**src/rtl/uart_fe_pkg.sv**
```systemverilog
// Package: shared register map and bit positions of the UART front end.
// Assumes: word-aligned 32-bit accesses; word index = byte address >> 2.
package uart_fe_pkg;
    // Word indices of the register map
    localparam logic [7:0] W_CTRL   = 8'd0;
    localparam logic [7:0] W_STAT   = 8'd1;
    localparam logic [7:0] W_INTEN  = 8'd2;
    localparam logic [7:0] W_FLAG   = 8'd3;
    localparam logic [7:0] W_CLKDIV = 8'd4;
    localparam logic [7:0] W_OSR    = 8'd5;
    localparam logic [7:0] W_PEEK   = 8'd6;
    localparam logic [7:0] W_PIN    = 8'd7;
    localparam logic [7:0] W_DATA   = 8'd8;
    localparam logic [7:0] W_DMA    = 8'd9;
    localparam logic [7:0] W_WKEN   = 8'd10;
    localparam logic [7:0] W_WKFL   = 8'd11;

    // Control bits
    localparam int C_TXFLUSH = 5;
    localparam int C_RXFLUSH = 6;
    localparam int C_BCLK_EN = 15;
    localparam int C_BCLK_RDY = 19;
    localparam int C_THR_W = 4;

    // Status bits
    localparam int S_RXEMPTY = 4;
    localparam int S_TXEMPTY = 6;
    localparam int S_LEVEL_LSB = 8;

    // Flag bits
    localparam int F_RXTHR = 4;
    localparam int F_TXHE  = 6;

    // Reset value of pin control: request-to-send bit
    localparam logic [31:0] PIN_RESET = 32'h0000_0002;
endpackage

```
**src/rtl/uart_fe_rxfifo.sv**
```systemverilog
// Module: receive byte FIFO with concurrent push, pop and flush.
// Assumes: DEPTH is a power of two; callers never push when full
// nor pop when empty; flush takes priority over push and pop.
module uart_fe_rxfifo #(
    parameter int DEPTH = 8,
    parameter int WIDTH = 8,
    localparam int AW = $clog2(DEPTH),
    localparam int LW = $clog2(DEPTH + 1)
) (
    input  logic             clk,
    input  logic             rst_n,
    input  logic             push,
    input  logic [WIDTH-1:0] push_data,
    input  logic             pop,
    input  logic             flush,
    output logic [WIDTH-1:0] head,
    output logic [LW-1:0]    level,
    output logic             full,
    output logic             empty
);
    logic [WIDTH-1:0] mem [DEPTH];
    logic [AW-1:0]    wr_ptr, rd_ptr;

    // Store an accepted byte at the write pointer
    always_ff @(posedge clk) begin
        if (push && !flush) mem[wr_ptr] <= push_data;
    end

    // Advance pointers and occupancy; flush empties everything
    always_ff @(posedge clk) begin
        if (!rst_n || flush) begin
            wr_ptr <= '0;
            rd_ptr <= '0;
            level  <= '0;
        end else begin
            if (push) wr_ptr <= wr_ptr + 1'b1;
            if (pop)  rd_ptr <= rd_ptr + 1'b1;
            if (push && !pop)      level <= level + 1'b1;
            else if (pop && !push) level <= level - 1'b1;
        end
    end

    // Oldest entry and occupancy status
    always_comb begin
        head  = mem[rd_ptr];
        full  = (level == LW'(DEPTH));
        empty = (level == '0);
    end
endmodule

```
**src/rtl/uart_fe_flags.sv**
```systemverilog
// Module: interrupt flag word with write-one-to-clear and event sets.
// Assumes: set events in the same cycle as a clear take priority.
module uart_fe_flags
    import uart_fe_pkg::*;
(
    input  logic        clk,
    input  logic        rst_n,
    input  logic        clr_we,
    input  logic [31:0] clr_mask,
    input  logic        set_rx,
    input  logic        set_tx,
    input  logic [31:0] enable,
    output logic [31:0] flags,
    output logic        irq
);
    logic [31:0] set_vec;

    // Collect this cycle's flag-setting events
    always_comb begin
        set_vec = '0;
        set_vec[F_RXTHR] = set_rx;
        set_vec[F_TXHE]  = set_tx;
    end

    // Clear written ones, then apply events
    always_ff @(posedge clk) begin
        if (!rst_n) flags <= '0;
        else        flags <= (clr_we ? (flags & ~clr_mask) : flags) | set_vec;
    end

    // Interrupt request from stored flags and enables
    assign irq = |(flags & enable);
endmodule

```
**src/rtl/uart_reg_front.sv**
```systemverilog
// Module: register file and interrupt front end of a memory-mapped UART.
// Assumes: one access per cycle; read data is combinational in the access
// cycle and side effects (pop, writes) land at the closing edge; the
// transmit stream never stalls.
module uart_reg_front
    import uart_fe_pkg::*;
#(
    parameter int RX_DEPTH = 8,
    parameter int ADDR_W = 10
) (
    input  logic              clk,
    input  logic              rst_n,
    input  logic              bus_sel,
    input  logic              bus_write,
    input  logic [ADDR_W-1:0] bus_addr,
    input  logic [31:0]       bus_wdata,
    output logic [31:0]       bus_rdata,
    input  logic              rx_valid,
    input  logic [7:0]        rx_data,
    output logic              rx_ready,
    output logic              tx_valid,
    output logic [7:0]        tx_data,
    output logic              irq
);
    localparam int LVL_W = $clog2(RX_DEPTH + 1);
    localparam int WORD_W = ADDR_W - 2;

    logic [31:0] ctrl_q, inten_q, clkdiv_q, osr_q, pin_q, dma_q, wken_q, wkfl_q;
    logic [31:0] flag_q;
    logic [7:0]  fifo_head;
    logic [LVL_W-1:0] fifo_level;
    logic fifo_full, fifo_empty;
    logic aligned, wr_en, rd_en;
    logic [WORD_W-1:0] word;
    logic pop_req, push_req, flush_req, set_rx;
    logic [31:0] next_level;

    // Address decode: only aligned words are mapped
    always_comb begin
        aligned = (bus_addr[1:0] == 2'b00);
        word    = bus_addr[ADDR_W-1:2];
        wr_en   = bus_sel && bus_write && aligned;
        rd_en   = bus_sel && !bus_write && aligned;
    end

    // Stream handshake, FIFO control and threshold test
    always_comb begin
        flush_req  = wr_en && (word == WORD_W'(W_CTRL)) && bus_wdata[C_RXFLUSH];
        rx_ready   = ctrl_q[C_BCLK_EN] && !fifo_full && !flush_req;
        push_req   = rx_valid && rx_ready;
        pop_req    = rd_en && (word == WORD_W'(W_DATA)) && !fifo_empty;
        next_level = 32'(fifo_level) + 32'(push_req) - 32'(pop_req);
        set_rx     = push_req && (next_level >= 32'(ctrl_q[C_THR_W-1:0]));
    end

    uart_fe_rxfifo #(.DEPTH(RX_DEPTH), .WIDTH(8)) i_rxfifo (
        .clk       (clk),
        .rst_n     (rst_n),
        .push      (push_req),
        .push_data (rx_data),
        .pop       (pop_req),
        .flush     (flush_req),
        .head      (fifo_head),
        .level     (fifo_level),
        .full      (fifo_full),
        .empty     (fifo_empty)
    );

    uart_fe_flags i_flags (
        .clk      (clk),
        .rst_n    (rst_n),
        .clr_we   (wr_en && (word == WORD_W'(W_FLAG))),
        .clr_mask (bus_wdata),
        .set_rx   (set_rx),
        .set_tx   (wr_en && (word == WORD_W'(W_DATA))),
        .enable   (inten_q),
        .flags    (flag_q),
        .irq      (irq)
    );

    // Writable registers and the transmit strobe
    always_ff @(posedge clk) begin
        if (!rst_n) begin
            ctrl_q   <= '0;
            inten_q  <= '0;
            clkdiv_q <= '0;
            osr_q    <= '0;
            pin_q    <= PIN_RESET;
            dma_q    <= '0;
            wken_q   <= '0;
            wkfl_q   <= '0;
            tx_valid <= 1'b0;
            tx_data  <= '0;
        end else begin
            tx_valid <= 1'b0;
            if (wr_en) begin
                case (word)
                    WORD_W'(W_CTRL): begin
                        ctrl_q <= bus_wdata;
                        ctrl_q[C_TXFLUSH] <= 1'b0;
                        ctrl_q[C_RXFLUSH] <= 1'b0;
                        if (bus_wdata[C_BCLK_EN]) ctrl_q[C_BCLK_RDY] <= 1'b1;
                    end
                    WORD_W'(W_INTEN):  inten_q  <= bus_wdata;
                    WORD_W'(W_CLKDIV): clkdiv_q <= bus_wdata;
                    WORD_W'(W_OSR):    osr_q    <= bus_wdata;
                    WORD_W'(W_PIN):    pin_q    <= bus_wdata;
                    WORD_W'(W_DMA):    dma_q    <= bus_wdata;
                    WORD_W'(W_WKEN):   wken_q   <= bus_wdata;
                    WORD_W'(W_WKFL):   wkfl_q   <= bus_wdata;
                    WORD_W'(W_DATA): begin
                        tx_valid <= 1'b1;
                        tx_data  <= bus_wdata[7:0];
                    end
                    default: ;
                endcase
            end
        end
    end

    // Read multiplexer; unmapped or misaligned reads give zero
    always_comb begin
        bus_rdata = '0;
        if (rd_en) begin
            case (word)
                WORD_W'(W_CTRL): bus_rdata = ctrl_q;
                WORD_W'(W_STAT): begin
                    bus_rdata[S_LEVEL_LSB +: LVL_W] = fifo_level;
                    bus_rdata[S_TXEMPTY] = 1'b1;
                    bus_rdata[S_RXEMPTY] = fifo_empty;
                end
                WORD_W'(W_INTEN):  bus_rdata = inten_q;
                WORD_W'(W_FLAG):   bus_rdata = flag_q;
                WORD_W'(W_CLKDIV): bus_rdata = clkdiv_q;
                WORD_W'(W_OSR):    bus_rdata = osr_q;
                WORD_W'(W_PEEK):   bus_rdata = fifo_empty ? 32'd0 : {24'd0, fifo_head};
                WORD_W'(W_PIN):    bus_rdata = pin_q;
                WORD_W'(W_DATA):   bus_rdata = fifo_empty ? 32'd0 : {24'd0, fifo_head};
                WORD_W'(W_DMA):    bus_rdata = dma_q;
                WORD_W'(W_WKEN):   bus_rdata = wken_q;
                WORD_W'(W_WKFL):   bus_rdata = wkfl_q;
                default:           bus_rdata = '0;
            endcase
        end
    end
endmodule

```
**config.mk**
```make
export PLATFORM = sky130hd
export DESIGN_NAME = uart_reg_front
export DESIGN_NICKNAME = d
export VERILOG_FILES = /design/src/rtl/uart_fe_pkg.sv /design/src/rtl/uart_fe_rxfifo.sv /design/src/rtl/uart_fe_flags.sv /design/src/rtl/uart_reg_front.sv
export SDC_FILE = /design/constraint.sdc
export NUM_CORES = 1
export LEC_CHECK = 0
export ABC_AREA = 0
export BUFFER_PORTS_ARGS = -buffer_cell sky130_fd_sc_hd__buf_2
export CORE_MARGIN = 4
export CORE_UTILIZATION = 40
export DETAILED_ROUTE_END_ITERATION = 7
export PLACE_DENSITY = 0.54
export REMOVE_ABC_BUFFERS = 1
export SYNTH_ARGS = -nofsm -noshare
export SYNTH_HDL_FRONTEND = slang
export SYNTH_HIERARCHICAL = 1
export SYNTH_SLANG_ARGS = --single-unit
```
**constraint.sdc**
```tcl
create_clock -name clk -period 4.5 [get_ports clk]
set_input_delay 0.225 -clock clk [delete_from_list [all_inputs] [get_ports clk]]
set_output_delay 0.225 -clock clk [all_outputs]
set_load 0.01 [all_outputs]
```
**Yosys cells after proc, flatten, opt, wreduce, memory -nomap -nowiden**

Memories as Yosys holds them, arrays and structs flattened. A register that Yosys moved wholly into a read port is not among the register bits.
Cells that the tools add are included.

- $add $sub $neg: 6
- Order comparisons: 1
- Eq/ne operators: 12
- Multiplexer cells: 18
- Bitwise gates (word level): 4
- Reductions and logical operators: 41

Operator list:

| operator | count |
|---|---|
| case mux 20 bit (10 select lines) | 1 |
| bitwise AND 32 bit | 2 |
| two-way mux 32 bit | 2 |
| case mux 4 bit (11 select lines) | 1 |
| case mux 4 bit (10 select lines) | 1 |
| == test 8 x 3 -> 1 bit (second input constant) | 4 |
| == test 8 x 4 -> 1 bit (second input constant) | 4 |
| >= comparator 32 x 4 -> 1 bit | 1 |
| inverter 32 bit | 1 |
| OR 32 x 7 -> 32 bit | 1 |
| OR reduction 32 bit | 1 |
| case mux 1 bit (10 select lines) | 2 |
| AND reduction 2 bit | 10 |
| logical AND 1 bit | 17 |
| == test 8 x 2 -> 1 bit (second input constant) | 2 |
| case mux 1 bit (11 select lines) | 1 |
| case mux 1 bit (9 select lines) | 1 |
| == test 8 x 1 -> 1 bit (second input constant) | 1 |
| logical NOT 8 bit | 1 |
| two-way mux 4 bit | 2 |
| two-way mux 8 bit | 1 |
| logical NOT 1 bit | 7 |
| adder 3 x 1 -> 3 bit (second input constant) | 2 |
| two-way mux 3 bit | 2 |
| 11 further kinds | 14 |

- Register bits: 305
- Bits in writable memories: 64
- Bits of input ports: 55
- Output and inout bits: 43
- Word-level logic and storage cells: 97
- Memories: 1

Memory list:

| memory | depth | bits a word | read ports | clocked after Yosys merged registers in | wr ports | RTL line | RTL |
|---|---|---|---|---|---|---|---|
| i_rxfifo.mem | 8 | 8 | 1 | 1 | 1 | uart_fe_rxfifo.sv:21 | `logic [WIDTH-1:0] mem [DEPTH];` |

**Logic depth before layout (Yosys ltp)**

- Depth after elaboration: 12
- Mapped depth: 18
- Gate-level depth less buffers: 16

**Modules after synthesis**

The synthesis kept the hierarchy.

By module, submodules not included:

| module | instances | cells each | area each (µm²) |
|---|---|---|---|
| uart_reg_front | 1 | 1609 | 12707.2 |
| uart_fe_rxfifo | 1 | 165 | 3103.0 |
| uart_fe_flags | 1 | 125 | 1118.6 |

**Worst setup path after synthesis**

No wires, ideal clock.

- Kind: input-to-reg
- Start: in bus_addr[1]
- End: reg i_flags.flags[4]
- Library setup time: 0.115 ns
- Arrival: 3.270 ns
- Path slack: 1.115 ns
- Stages on the path: 13
- Path buffers: 0
- Cells stage by stage: or4b_2 nor4_1 ha_1 inv_1 ha_1 fa_1 ha_1 a21oi_1 nor2b_1 o21ai_0 a31oi_1 a21oi_1 nor2b_1

- Elaborated cells between the ends (all ways): 17

RTL lines:

| item | RTL line | RTL |
|---|---|---|
| start: declaration | uart_reg_front.sv:15 | `input logic [ADDR_W-1:0] bus_addr,` |
| logical NOT 2 bit | uart_reg_front.sv:40 | `aligned = (bus_addr[1:0] == 2'b00);` |
| logical AND 1 bit | uart_reg_front.sv:43 | `rd_en = bus_sel && !bus_write && aligned;` |
| logical AND 1 bit (2 in a row) | uart_reg_front.sv:51 | `pop_req = rd_en && (word == WORD_W'(W_DATA)) && !fifo_empty;` |
| named net pop_req | uart_reg_front.sv:35 | `logic pop_req, push_req, flush_req, set_rx;` |
| subtractor 5 x 1 -> 6 bit | uart_reg_front.sv:52 | `next_level = 32'(fifo_level) + 32'(push_req) - 32'(pop_req);` |
| >= comparator 32 x 4 -> 1 bit | uart_reg_front.sv:53 | `set_rx = push_req && (next_level >= 32'(ctrl_q[C_THR_W-1:0]));` |
| logical AND 1 bit | uart_reg_front.sv:53 |  |
| named net set_rx | uart_reg_front.sv:35 |  |
| OR 32 x 7 -> 32 bit | uart_fe_flags.sv:28 | `else flags <= (clr_we ? (flags & ~clr_mask) : flags) \| set_vec;` |
| end signal: assignment | uart_fe_flags.sv:28 |  |
| end: declaration | uart_fe_flags.sv:13 | `output logic [31:0] flags,` |

The timed path passes the listed nets, and every way through them passes these cells.
A chain may end at the register's enable or synchronous reset.

**Final worst setup path**

- Start: reg i_rxfifo.level[0]
- End: reg i_flags.flags[4]

- Elaborated cells between the ends (all ways): 13

RTL lines:

| item | RTL line | RTL |
|---|---|---|
| start: declaration | uart_fe_rxfifo.sv:17 | `output logic [LW-1:0] level,` |
| start signal: assignment | uart_fe_rxfifo.sv:38 | `if (push && !pop) level <= level + 1'b1;` |
| start signal: assignment | uart_fe_rxfifo.sv:39 | `else if (pop && !push) level <= level - 1'b1;` |
| logical NOT 4 bit | uart_fe_rxfifo.sv:47 | `empty = (level == '0);` |
| named net fifo_empty | uart_reg_front.sv:32 | `logic fifo_full, fifo_empty;` |
| logical NOT 1 bit | uart_reg_front.sv:51 |  |
| logical AND 1 bit | uart_reg_front.sv:51 |  |
| named net pop_req | uart_reg_front.sv:35 |  |
| subtractor 5 x 1 -> 6 bit | uart_reg_front.sv:52 |  |
| >= comparator 32 x 4 -> 1 bit | uart_reg_front.sv:53 |  |
| logical AND 1 bit | uart_reg_front.sv:53 |  |
| named net set_rx | uart_reg_front.sv:35 |  |
| OR 32 x 7 -> 32 bit | uart_fe_flags.sv:28 |  |

The timed path passes the listed nets, and every way through them passes these cells.

==> impl_metrics.tcl <==
set metrics [dict create \
    r2r_slack_ns 1.0 \
    coreArea_um2 41900 \
    initial_core_util_pct 40.4 \
    ys.flop_type "dfxtp_1" \
    r2r_end "i_flags/flags[4]" \
    cp_top_family "adder cells" \
    worst_pin_slew_ns 1.24 \
    p_per_area_nw_per_um2 365 \
    synth_cell_types 70 \
    relSlewSlack_pct 16.3 \
    syn_inst 1899 \
    wl_per_cell_um 24.1 \
    combPwrFrac_pct 4.0 \
    fin_crit_sh_pct 77.8 \
    critical_path_buf_inv_count 2 \
    hold_violations 0 \
    area_delta_synth_final_pct 16.0 \
    pre_cts_ws_ns 0.852 \
    p_sw_share_pct 22.3 \
    grt_first_pass_wirelength_mm 91.0 \
    arrival_ns 3.96 \
    grt_max_degree 97 \
    cts_tree "built" \
    port_buffers 97 \
    setup_viol 0 \
    clk_pin_slew_ns 0.06 \
    fin_crit_ns 3.50 \
    fp.dieArea_um2 45700 \
    synth.top_cells.by_count "605 x nand2_1, 308 x dfxtp_1, 220 x a21boi_0" \
    peakVddDrop_mv 0.337 \
    ys_ff_latch 372 \
    skew_ns 0.0243 \
    internal-power_uw 5570 \
    setup_tns_ns 0 \
    num_vias 14400 \
    regArea_um2 8090 \
    fmax_ghz 0.286 \
    p_clk_share_pct 48.8 \
    rsz0062_at_grt "false" \
    synthTopCellsByArea "dfxtp_1 36%, nand2_1 13%, edfxtp_1 11%, a21boi_0 9.8%, a22oi_1 2.4%" \
    worstSetupStartpointType "register" \
    hp-class "in2reg" \
    r2r_start "i_rxfifo/level[0]" \
    die_w_um 214 \
    cts.htree.levels 2 \
    path_cells "nor4_1 > nor4_1 > buf_4 > ha_1 > inv_1 > ha_1 > fa_1 > xor2_1 > ha_1 > nor2b_1 > o21ai_0 > a31oi_1 > a21oi_1 > nor2b_1" \
    drtAntennaViolNets 0 \
    overflow 0 \
    cp_slowest_cell "nor4_1" \
    end_kind "register" \
    cts_max_path_buffers 3 \
    setup_ws_ns 0.998 \
    post_cts_buffers 0 \
    synthesis.area_um2 16900 \
    finalPower_uw 7160 \
    ys_seq_area_share_pct 47.8 \
    avgSynthCellArea_um2 8.91 \
    yosysTopAreaCell "dfxtp_1" \
    first_pass_iters 6 \
    crit_type "reg2reg" \
    worstSetupEndpoint "i_flags/flags[4]" \
    instances_no_fill 2542 \
    drt_iter0_markers 1459 \
    io_pins 98 \
    gp_congestion 0.880 \
    root_buffer "clkbuf_16" \
    crit_start "i_rxfifo/level[0]" \
    status "completed" \
    num_rows 75 \
    antenna_found_initial 2 \
    synth.top_cell.area_share_pct 36.4 \
    crit_required_ns 4.96 \
    r2r_cells 14 \
    power.share.sequential_pct 47.2 \
    synth_edf_count 64 \
    drive_above_1_share_pct 13.8 \
    yosysMostFrequentCell "nand2_1" \
    drc 0 \
    cp_max_fo 8 \
    ys_warn_count 6 \
    vias_per_cell 5.67 \
    async_flop_share_pct 0 \
    detail_route.wirelength_mm 61.3 \
    place_hpwl_mm 38.8 \
    fp.dieH_um 214 \
    track_usage_pct 26.5 \
    leakagePower_uw 0.00654 \
    cts.sinks 372 \
    insertion_delay_ns 0.57 \
    crit_cells 14 \
    critPathMostFrequentCell "ha_1" \
    multiInputGateArea_um2 8080 \
    dp_cells 2433 \
    grt_pass1_vias 14000 \
    n_fill_cell 4025 \
    drv_cap 0 \
    nets 2042 \
    drv_slew 0 \
    p_sw_uw 1590 \
    critPathMaxStageDelay_ns 0.72 \
    whs_ns 0.0389 \
    cts_made_buffers 42 \
]
==> timing repair <==
| item | in CTS | in global routing |
|---|---|---|
| hold buffers | 31 | 0 |
| endpoints found under the hold margin | 188 | 0 |
| resized for setup | 0 | 0 |
==> flip-flops by register name (all words and copies together) (netlist names), named ones only <==
signal	flops
inten_q	32
dma_q	32
tx_data	8
i_rxfifo/rd_ptr	3
wken_q	32
ctrl_q	30
i_rxfifo/level	4
wkfl_q	32
i_rxfifo/mem	64
i_flags/flags	32
clkdiv_q	32
i_rxfifo/wr_ptr	3
tx_valid	1
pin_q	32
osr_q	32
==> power by group through the flow <==
stage / clock network [uW] / registers (uW) / logic [uW]
after floorplan: 0 / 3460 / 69.8
after global routing: 3680 / 3380 / 297
after CTS: 3550 / 3380 / 279
after detailed placement: 0 / 3460 / 258
final: 3490 / 3380 / 284
after global placement: 0 / 3460 / 257
==> through the flow <==
step | util, % | cell area [um^2]
floorplan | - | 16200
global placement | 42.8 | 17900
detailed placement | 42.8 | 17900
CTS | 46.9 | 19600
global route | 46.9 | 19600
finish | 46.9 | 19600
==> how the worst min path moves through the flow <==
stage	slack [ns]	to	start	depth (start not counted)
2_1_floorplan	0.31	pin_q[1]	rst_n	1
3_3_place_gp	0.43	i_flags/flags[3]	i_flags/flags[3]	2
3_5_place_dp	0.44	i_flags/flags[3]	i_flags/flags[3]	2
4_1_cts	0.007	i_flags/flags[3]	bus_wdata[3]	2
5_1_grt	0.04	i_flags/flags[0]	bus_wdata[0]	2
6_report	0.04	i_flags/flags[3]	bus_wdata[3]	2
==> layout by cell type, fill, tap and decap left out, types with 5 or more instances in the layout <==
| master | Yosys | layout |
|---|---|---|
| clkbuf_8 | 0 | 10 |
| inv_1 | 20 | 20 |
| nand3_1 | 15 | 15 |
| clkbuf_16 | 0 | 45 |
| mux2_2 | 20 | 20 |
| mux2i_1 | 24 | 24 |
| buf_4 | 2 | 64 |
| edfxtp_1 | 64 | 64 |
| o21ai_0 | 15 | 15 |
| clkbuf_1 | 86 | 6 |
| buf_2 | 67 | 96 |
| a221oi_1 | 20 | 20 |
| nand2b_1 | 8 | 8 |
| a31oi_1 | 26 | 26 |
| nor3_2 | 6 | 8 |
| mux4_1 | 15 | 15 |
| dlygate4sd3_1 | 0 | 31 |
| a21o_1 | 5 | 5 |
| a22oi_1 | 54 | 54 |
| a21boi_1 | 40 | 40 |
| o22ai_1 | 6 | 6 |
| xor2_1 | 5 | 5 |
| ha_1 | 16 | 16 |
| nor3_1 | 16 | 11 |
| dfxtp_1 | 308 | 308 |
| o32ai_1 | 5 | 5 |
| a222oi_1 | 8 | 8 |
| a21boi_0 | 220 | 220 |
| clkinv_1 | 1 | 9 |
| nor2b_1 | 8 | 8 |
| and3_1 | 10 | 10 |
| a21oi_1 | 60 | 60 |
| nand2_1 | 605 | 605 |
| nor2_1 | 43 | 40 |
| a22o_1 | 24 | 24 |
==> final cells by class <==
type                       count  area share [%]
sequential                   372            41.2
multi-input combinational   1339            41.2
timing repair buffer         193            6.63
clock buffer                  61            6.55
tap                          539            3.43
clock inverter                16           0.637
inverter                      21           0.401
antenna                        1          0.0127
==> layer usage <==
metal | up-vias | global-route usage, % | share of wire [%] | routed length, um
met2 | 546 | 43.6 | 47 | 28500
met1 | 6990 | 36.1 | 43 | 26500
met4 | 2 | 8.65 | 3.1 | 1890
met3 | 117 | 4.11 | 7.0 | 4310
met5 | - | 0 | 0.021 | 13
li1 | 6759 | - | - | -
==> cell families (layout without fill, tap and decap cells) <==
group,Yosys count,in the layout,share of synthesized area [%]
buffers and inverters,188,291,4.94
AOI/OAI and AO/OA,505,505,21.8
xor gates and xnor gates,8,8,0.414
adders and majority gates,18,18,1.42
DFF,372,372,47.8
and+or+nand+nor,747,747,18.3
muxes,61,61,5.34
other,0,1,0
Power figures use the tool's default switching activity.
